<file path="config.mk">
export PLATFORM = sky130hd
export DESIGN_NAME = edge_watchdog
export DESIGN_NICKNAME = d
export VERILOG_FILES = /design/src/rtl/edge_wdg_pkg.sv /design/src/rtl/edge_wdg_sync.sv /design/src/rtl/edge_wdg_edge.sv /design/src/rtl/edge_wdg_timer.sv /design/src/rtl/edge_watchdog.sv
export SDC_FILE = /design/constraint.sdc
export NUM_CORES = 1
export LEC_CHECK = 0
export CORE_MARGIN = 2
export CORE_UTILIZATION = 70
export CTS_BUF_LIST = sky130_fd_sc_hd__clkbuf_4 sky130_fd_sc_hd__clkbuf_8
export DETAILED_ROUTE_END_ITERATION = 6
export DONT_BUFFER_PORTS = 1
export GPL_TIMING_DRIVEN = 1
export PLACE_DENSITY_LB_ADDON = 0.1
export SLEW_MARGIN = 25
export SYNTH_ARGS = -nofsm -noshare
export SYNTH_HDL_FRONTEND = slang
export SYNTH_HIERARCHICAL = 1
export SYNTH_SLANG_ARGS = --single-unit
</file>
<file path="constraint.sdc">
create_clock -name clk -period 3.1 [get_ports clk]
set_input_delay 0.465 -clock clk [delete_from_list [all_inputs] [get_ports clk]]
set_output_delay 0.465 -clock clk [all_outputs]
set_load 0.005 [all_outputs]
</file>
<file path="src/rtl/edge_wdg_pkg.sv">
package edge_wdg_pkg;
  // counter width able to hold the value TIMEOUT (saturation point)
  function automatic int count_bits(input int ticks);
    return $clog2(ticks + 1);
  endfunction
endpackage

</file>
<file path="src/rtl/edge_wdg_sync.sv">
module edge_wdg_sync #(
  parameter int STAGES = 2
) (
  input  logic clk,
  input  logic rst_n,
  input  logic raw_i,
  output logic sync_o
);
  logic [STAGES-1:0] chain_q;

  always_ff @(posedge clk or negedge rst_n) begin
    if (!rst_n) chain_q <= '0;
    else        chain_q <= {chain_q[STAGES-2:0], raw_i};
  end

  assign sync_o = chain_q[STAGES-1];
endmodule

</file>
<file path="src/rtl/edge_wdg_edge.sv">
module edge_wdg_edge (
  input  logic clk,
  input  logic rst_n,
  input  logic level_i,
  output logic kick_o
);
  logic prev_q;

  always_ff @(posedge clk or negedge rst_n) begin
    if (!rst_n) prev_q <= 1'b0;
    else        prev_q <= level_i;
  end

  // either polarity of change counts
  assign kick_o = level_i ^ prev_q;
endmodule

</file>
<file path="src/rtl/edge_wdg_timer.sv">
module edge_wdg_timer #(
  parameter int TIMEOUT_TICKS = 16,
  parameter int CW            = 5
) (
  input  logic clk,
  input  logic rst_n,
  input  logic kick_i,
  input  logic hold_i,
  output logic expire_o
);
  localparam logic [CW-1:0] LAST = CW'(TIMEOUT_TICKS - 1);
  localparam logic [CW-1:0] FULL = CW'(TIMEOUT_TICKS);

  logic [CW-1:0] cnt_q;
  logic          expire_q;
  logic          clear;

  assign clear = hold_i | kick_i;

  always_ff @(posedge clk or negedge rst_n) begin
    if (!rst_n) begin
      cnt_q    <= '0;
      expire_q <= 1'b0;
    end else begin
      expire_q <= 1'b0;
      if (clear) begin
        cnt_q <= '0;
      end else if (cnt_q != FULL) begin
        cnt_q <= cnt_q + 1'b1;
        if (cnt_q == LAST) expire_q <= 1'b1;
      end
    end
  end

  assign expire_o = expire_q;


  kick_clears_chk: assert property (@(posedge clk) disable iff (!rst_n)
    kick_i |=> (cnt_q == '0));

  hold_clears_chk: assert property (@(posedge clk) disable iff (!rst_n)
    hold_i |=> (cnt_q == '0) && !expire_q);

  strobe_at_full_chk: assert property (@(posedge clk) disable iff (!rst_n)
    expire_q |-> (cnt_q == FULL));
endmodule

</file>
<file path="src/rtl/edge_watchdog.sv">
module edge_watchdog #(
  parameter int TIMEOUT_TICKS = 82_500_000,
  parameter int SYNC_STAGES   = 2
) (
  input  logic clk,
  input  logic rst_n,
  input  logic wdi_i,
  input  logic rst_active_i,
  input  logic on_battery_i,
  output logic expire_o
);
  import edge_wdg_pkg::*;
  localparam int CW = count_bits(TIMEOUT_TICKS);

  logic level;
  logic kick;
  logic hold;

  assign hold = rst_active_i | on_battery_i;

  edge_wdg_sync #(.STAGES(SYNC_STAGES)) u_sync (
    .clk(clk), .rst_n(rst_n), .raw_i(wdi_i), .sync_o(level));

  edge_wdg_edge u_edge (
    .clk(clk), .rst_n(rst_n), .level_i(level), .kick_o(kick));

  edge_wdg_timer #(.TIMEOUT_TICKS(TIMEOUT_TICKS), .CW(CW)) u_timer (
    .clk(clk), .rst_n(rst_n), .kick_i(kick), .hold_i(hold),
    .expire_o(expire_o));


  single_strobe_chk: assert property (@(posedge clk) disable iff (!rst_n)
    expire_o |=> !expire_o);

  no_strobe_in_reset_chk: assert property (@(posedge clk) disable iff (!rst_n)
    rst_active_i |=> !expire_o);

  idle_on_battery_chk: assert property (@(posedge clk) disable iff (!rst_n)
    on_battery_i |=> !expire_o);
endmodule

</file>
==> reports/metrics.csv, run 1 <==
stage;metric;value;unit
run_status;status;finished, final reports clean;
timing;rsz0062_at_grt;false;
timing;whs;166;ps
pwr;switchingPower;0.000147;W
clock_network;worst_skew_pair.late_latency;330;ps
timing;fin_crit;2150;ps
global_route;grt_max_degree;32;
clock_network;post_cts_buffers;0;
clock_network;path_clk_slew;90;ps
cells_and_area;drive_gt1_frac;0.101;
placement;dp_hpwl;2.33;mm
floorplanning;chipHeight;52.5;µm
worst_setup_path;crit_fanout;7;
pwr;p_int;0.000520;W
timing;fmax;0.466;GHz
cells_and_area;diodes;0;
global_route;grt.overflow.total;0;
pwr;netSwitchingFraction;0.221;
synthesis;synth.net_count;180;
synthesis;avgSynthCellArea;9.57;µm²
drt;drt_iter0_markers;54;
synthesis;synth_warnings;6;
clock_network;cts_buffer_depth;2;
pwr;peakVddDrop;0.332;mV
floorplanning;die_area;2750;µm²
pwr;p_leak;0.673;nW
cells_and_area;final_common_cell;dfrtp_1;
timing;fin_crit_sh;0.692;
global_route;antenna_found_initial;0;
drt;num_vias;1348;
pwr;clkPwrFrac;0.348;
synthesis;synth-seq-cells;31;
timing;slew_violations;0;
synthesis;synth_cells;172;
drt;routed_wl;3.35;mm
floorplanning;rows;17;
placement;place_congestion;0.888;
clock_network;tritoncts;done;
clock_network;cts_buffers;5;
job;timing.max_cap.violations;0;
pwr;p_per_area;380;nW/µm²
global_route;grt_pass1_vias;1316;
worst_setup_path;start_kind;flop;
pwr;seqPwrFrac;0.614;
cells_and_area;syn2layout_area_growth;6.54;%
clock_network;cts_num_sinks;31;
synthesis;ys_seq_area_frac;0.471;
timing;setup_viol;0;
global_route;grt_first_pass_wirelength;5.71;mm
timing;layout_setup_ws;955;ps
drt;avgViaCountPerCell;6.51;
floorplanning;core;2210;µm²
placement;dpl_cell_area;1670;µm²
clock_network;root_buffer;clkbuf_4;
timing;tightest_slew;509;ps
worst_setup_path;crit_type;reg -> reg;
clock_network;h-tree-depth;2;
clock_network;hold_buffers;2;
timing;slew-limit-headroom;0.659;
drt;route.detailed.drc;0;
synthesis;ys_types;35;
cells_and_area;layout.nets;186;
cells_and_area;design_area;1750;µm²
timing;hold_viol;0;
drt;post_drt_wl_per_cell;16.2;µm
placement;numPortBuffers;0;
synthesis;syn-cell-area;1650;µm²
placement;pre_cts_ws;999;ps
cells_and_area;layout_common_cells;dfrtp_1 (31), nand2_1 (13), nor2_1 (13), nand3_1 (13), a21oi_1 (12);
floorplanning;start_util;0.744;
timing;finalSetupTns;0;ps
worst_setup_path;cp_data_arrival_time;2400;ps
floorplanning;die_w;52.5;µm
clock_network;post_cts_resized;0;
pwr;pwr-share-comb;0.038;
global_route;track_usage;0.295;
worst_setup_path;crit_required;3350;ps
drt;dr.pass1.iters;4;
cells_and_area;fill_cells;156;
drt;ant_nets;0;
min_path;hold_path.class;in -> reg;
worst_setup_path;crit_path_end_kind;flop;
timing;skew;8.52;ps
floorplanning;io_pins;6;
[metrics by stage]
step	total power, W	cells	utilization
finish	0.000667	207	0.792
global route	0.000699	207	0.792
CTS	0.000675	207	0.792
detailed placement	0.000432	197	0.753
global placement	0.000431	197	0.753
floorplan	0.000428	172	-
[routing by layer]
layer | vias to the layer above | global-route usage | wire, µm
met1 | 651 | 0.357 | 1520
met4 | 0 | 0.0983 | 17
met2 | 46 | 0.494 | 1600
met5 | - | 0 | 0
met3 | 2 | 0.0971 | 210
li1 | 649 | - | -
[registers in the layout (all words and copies together), names as in the netlist]
| register | flops |
|---|---|
| u_edge/prev_q | 1 |
| u_sync/chain_q | 2 |
| u_timer/cnt_q | 27 |
| u_timer/expire_o | 1 |
[synth_stat cells, drive strengths merged]
library cell,number,area [µm²]
nand3,14,75.1
nand2,13,48.8
buf,1,11.3
or3,8,51.3
a31o,1,8.76
ha,3,37.5
dfrtp,31,776
a21oi,12,60.1
nor2,13,48.8
inv,7,26.3
or4,6,52.6
and3,4,25.0
mux2i,1,10.0
nor4bb,1,10.0
o211ai,1,7.51
nor4b,2,17.5
nand4b,2,17.5
a311o,1,10.0
o31ai,5,37.5
nand4,5,37.5
clkbuf,3,11.3
o21ai,8,40.0
and4,5,43.8
or2,3,18.8
and2,2,12.5
o2111ai,1,8.76
xor2,5,43.8
nor3,4,20.0
nor4,4,25.0
xnor2,6,52.6
[critical path, stage by stage, from the launching register on]
cell and delay, ps:
dfrtp_1 500, ha_1 270, nand3_1 170, or4_4 580, or4_1 410, a21oi_1 150
[power groups by stage]
| stage | Sequential, W | Clock, W | Combinational, W |
|---|---|---|---|
| floorplan | 0.000417 | 0 | 0.0000113 |
| global placement | 0.000417 | 0 | 0.0000132 |
| detailed placement | 0.000418 | 0 | 0.0000139 |
| CTS | 0.000410 | 0.000239 | 0.0000257 |
| global route | 0.000410 | 0.000259 | 0.0000300 |
| finish | 0.000410 | 0.000232 | 0.0000254 |
[cell type report]
| cell class | instances | area, µm² | share of cell area |
|---|---|---|---|
| clock buffers | 7 | 52.6 | 0.0300 |
| clock inverters | 1 | 5.00 | 0.00286 |
| inverters | 7 | 26.3 | 0.0150 |
| multi-input cells | 130 | 821 | 0.468 |
| flip-flops and latches | 31 | 776 | 0.443 |
| well taps | 28 | 35.0 | 0.0200 |
| repair buffers | 3 | 37.5 | 0.0214 |
[final timing paths]
path,from,end,slack (ps),depth (start not counted)
setup / recovery,u_timer/cnt_q[0]$_DFFE_PN0P_,u_timer/cnt_q[24]$_DFFE_PN0P_,950,5
hold / removal,wdi_i,u_sync/chain_q[0]$_DFF_PN0_,170,0
setup reg to reg,u_timer/cnt_q[0]$_DFFE_PN0P_,u_timer/cnt_q[24]$_DFFE_PN0P_,950,5
hold reg to reg,u_sync/chain_q[0]$_DFF_PN0_,u_sync/chain_q[1]$_DFF_PN0_,360,0
max in group asynchronous,rst_n,u_timer/cnt_q[12]$_DFFE_PN0P_,2360,2
min in group asynchronous,rst_n,u_timer/cnt_q[16]$_DFFE_PN0P_,570,2
[kinds of logic after synthesis]
family	after synthesis	synth area share
AO/OA/AOI/OAI	29	0.105
XOR/XNOR	11	0.0586
adder cells (fa/ha/maj)	3	0.0228
buffers and inverters	11	0.0297
flip-flops	31	0.471
multiplexers	1	0.00608
AND/OR/NAND/NOR	86	0.306
(Power assumes the default switching activity.)
==> run 2: changes to the inputs <==
--- a/config.mk
+++ b/config.mk
@@ -6,7 +6,7 @@
 export NUM_CORES = 1
 export LEC_CHECK = 0
 export CORE_MARGIN = 2
-export CORE_UTILIZATION = 70
+export CORE_UTILIZATION = 59
 export CTS_BUF_LIST = sky130_fd_sc_hd__clkbuf_4 sky130_fd_sc_hd__clkbuf_8
 export DETAILED_ROUTE_END_ITERATION = 6
 export DONT_BUFFER_PORTS = 1
==> constraint.sdc (replaced) <==
create_clock -name clk -period 1.78 [get_ports clk]
set_input_delay 0.267 -clock clk [delete_from_list [all_inputs] [get_ports clk]]
set_output_delay 0.267 -clock clk [all_outputs]
set_load 0.005 [all_outputs]
==> reports/metrics.csv, run 2 (synthesis results as in run 1) <==
stage;metric;value;unit;change
placement;place_congestion;0.831;;was 0.888
worst_setup_path;path_cells;nand4_1, or4_4, or4_4, a21oi_2;;was ha_1, nand3_1, or4_4, or4_1, a21oi_1
timing;fmax;0.543;GHz;was 0.466 GHz
worst_setup_path;reg2reg_depth;4;;was 5
worst_setup_path;crit_path_end_kind;flop;;unchanged
global_route;track_usage;0.270;;was 0.295
placement;pre_cts_ws;-30.6;ps;was 999 ps
worst_setup_path;slowest_delay;620;ps;was 580 ps
pwr;p_int;0.00106;W;was 0.000520 W
pwr;peakVddDrop;0.748;mV;was 0.332 mV
drt;drt_iter0_markers;84;;was 54
clock_network;cts_num_sinks;31;;unchanged
worst_setup_path;cp_data_arrival_time;2120;ps;was 2400 ps
clock_network;tritoncts;done;;unchanged
cells_and_area;layout_common_cells;buf_4 (36), dfrtp_1 (31), nand2_1 (13), nor2_1 (13), nand3_1 (10);;was dfrtp_1 (31), nand2_1 (13), nor2_1 (13), nand3_1 (13), a21oi_1 (12)
worst_setup_path;crit_type;reg -> reg;;unchanged
cells_and_area;syn2layout_area_growth;30.6;%;was 6.54%
floorplanning;start_util;0.607;;was 0.744
floorplanning;io_pins;6;;unchanged
clock_network;cts_buffer_depth;2;;unchanged
timing;slew-limit-headroom;0.653;;was 0.659
floorplanning;rows;19;;was 17
timing;skew;12.6;ps;was 8.52 ps
cells_and_area;layout.nets;223;;was 186
placement;numPortBuffers;0;;unchanged
timing;hold_viol;0;;unchanged
timing;finalSetupTns;-132;ps;was 0 ps
timing;layout_setup_ws;-61.4;ps;was 955 ps
floorplanning;die_area;3230;µm²;was 2750 µm²
placement;dp_hpwl;2.57;mm;was 2.33 mm
drt;avgViaCountPerCell;6.34;;was 6.51
clock_network;worst_skew_pair.late_latency;340;ps;was 330 ps
min_path;worstHoldPathCells;3;;was 0
global_route;antenna_found_initial;0;;unchanged
drt;dr.pass1.iters;4;;unchanged
cells_and_area;diodes;0;;unchanged
drt;routed_wl;4.17;mm;was 3.35 mm
timing;rsz0062_at_grt;true;;was false
cells_and_area;largest_register;u_timer/cnt_q;;unchanged
worst_setup_path;crit_required;2060;ps;was 3350 ps
run_status;status;complete, but fails checks;;was finished, final reports clean
cells_and_area;largest_reg_flops;27;;unchanged
global_route;grt_max_degree;32;;unchanged
timing;fin_crit_sh;1.03;;was 0.692
pwr;p_per_area;626;nW/µm²;was 380 nW/µm²
cells_and_area;final_common_cell;buf_4;;was dfrtp_1
clock_network;path_clk_slew;100;ps;was 90 ps
worst_setup_path;crit_fanout;5;;was 7
clock_network;cts_buffers;5;;unchanged
cells_and_area;largestRegisters;u_timer/cnt_q x27, u_sync/chain_q x2;;unchanged
placement;dpl_cell_area;1870;µm²;was 1670 µm²
timing;fin_crit;1840;ps;was 2150 ps
global_route;grt.overflow.total;0;;unchanged
min_path;hold_path.class;in -> reg;;unchanged
worst_setup_path;start_kind;flop;;unchanged
timing;setup_viol;3;;was 0
cells_and_area;drive_gt1_frac;0.333;;was 0.101
cells_and_area;fill_cells;186;;was 156
drt;num_vias;1565;;was 1,348
run_status;violations;setup timing;;
clock_network;root_buffer;clkbuf_4;;unchanged
job;timing.max_cap.violations;0;;unchanged
cells_and_area;utilization;0.793;;was 0.792
pwr;switchingPower;0.000284;W;was 0.000147 W
pwr;clkPwrFrac;0.426;;was 0.348
global_route;grt_first_pass_wirelength;6.53;mm;was 5.71 mm
floorplanning;chipHeight;56.8;µm;was 52.5 µm
clock_network;h-tree-depth;2;;unchanged
timing;tightest_slew;519;ps;was 509 ps
drt;post_drt_wl_per_cell;16.9;µm;was 16.2 µm
pwr;pwr-share-comb;0.045;;was 0.038
floorplanning;core;2710;µm²;was 2210 µm²
pwr;p_leak;0.874;nW;was 0.673 nW
worst_setup_path;worst_path_max_delay_cell;or4_4;;unchanged
drt;ant_nets;0;;unchanged
floorplanning;die_w;56.8;µm;was 52.5 µm
cells_and_area;design_area;2150;µm²;was 1750 µm²
drt;route.detailed.drc;0;;unchanged
worst_setup_path;path_common_cell;or4_4;;
pwr;netSwitchingFraction;0.211;;was 0.221
timing;slew_violations;0;;unchanged
pwr;seqPwrFrac;0.529;;was 0.614
global_route;grt_pass1_vias;1490;;was 1,316
==> run 2: path summary, 6_finish.rpt <==
| path | start | end | slack (ps) |
|---|---|---|---|
| setup / recovery | u_timer/cnt_q[9]$_DFFE_PN0P_ | u_timer/cnt_q[23]$_DFFE_PN0P_ | -60 |
| hold reg to reg | u_sync/chain_q[0]$_DFF_PN0_ | u_sync/chain_q[1]$_DFF_PN0_ | 360 |
| max in group asynchronous | rst_n | u_timer/cnt_q[19]$_DFFE_PN0P_ | 1240 |
| setup reg to reg | u_timer/cnt_q[9]$_DFFE_PN0P_ | u_timer/cnt_q[23]$_DFFE_PN0P_ | -60 |
| min in group asynchronous | rst_n | u_timer/cnt_q[23]$_DFFE_PN0P_ | 360 |
| hold / removal | rst_active_i | u_timer/cnt_q[26]$_DFFE_PN0P_ | 240 |
==> run 2: layout make-up <==
cell class,count,area [µm²],share of cell area
inverter,7,26.3,0.0122
multi-input combinational,131,912,0.424
tap,31,38.8,0.0180
clock buffer,6,51.3,0.0239
sequential,31,776,0.361
clock inverter,2,35.0,0.0163
timing repair buffer,39,310,0.144
==> run 2: stage by stage <==
step	hold slack, ps	std cells	power (W)
2_1_floorplan	-28.6	172	0.000746
3_3_place_gp	-28.0	225	0.000755
3_5_place_dp	-27.9	225	0.000757
4_1_cts	235	242	0.00136
5_1_grt	259	247	0.00140
6_report	241	247	0.00135
==> run 2: timing repair <==
action	CTS	global route
setup endpoints to repair	3	13
gates resized for setup	0	17
hold buffers	3	0
buffers inserted	6	4
pin swaps	2	7
cloned	0	1
endpoints found under the hold margin	32	0
==> run 2: power by group through the flow <==
stage          clock (W)  sequential (W)  combinational (W)
6_report        0.000574        0.000712          0.0000607
5_1_grt         0.000618        0.000712          0.0000678
4_1_cts         0.000589        0.000711          0.0000603
3_5_place_dp           0        0.000727          0.0000298
3_3_place_gp           0        0.000726          0.0000284
2_1_floorplan          0        0.000726          0.0000197
==> run 2: critical path, delay by kind of cell, from the launching register on <==
family	cells	cell delay, ps
AO/OA/AOI/OAI	1	120
AND/OR/NAND/NOR	3	1310
flip-flops	1	360
==> run 2: per-layer routing <==
layer  wire (µm)  track usage  part of all wire  vias up
met5           0            0                 0        -
met4         131        0.133             0.031        0
met3         238       0.0760             0.057       16
met2        2020        0.429              0.48       60
met1        1780        0.337              0.43      764
li1            -            -                 -      725
==> run 3: changes to the inputs <==
--- a/config.mk
+++ b/config.mk
@@ -8,6 +8,7 @@
 export CORE_MARGIN = 2
 export CORE_UTILIZATION = 59
 export CTS_BUF_LIST = sky130_fd_sc_hd__clkbuf_4 sky130_fd_sc_hd__clkbuf_8
+export CTS_CLUSTER_DIAMETER = 80
 export DETAILED_ROUTE_END_ITERATION = 6
 export DONT_BUFFER_PORTS = 1
 export GPL_TIMING_DRIVEN = 1
==> results of run 3 <==
No change in the layout: final DEF, timing and power equal those of run 2.
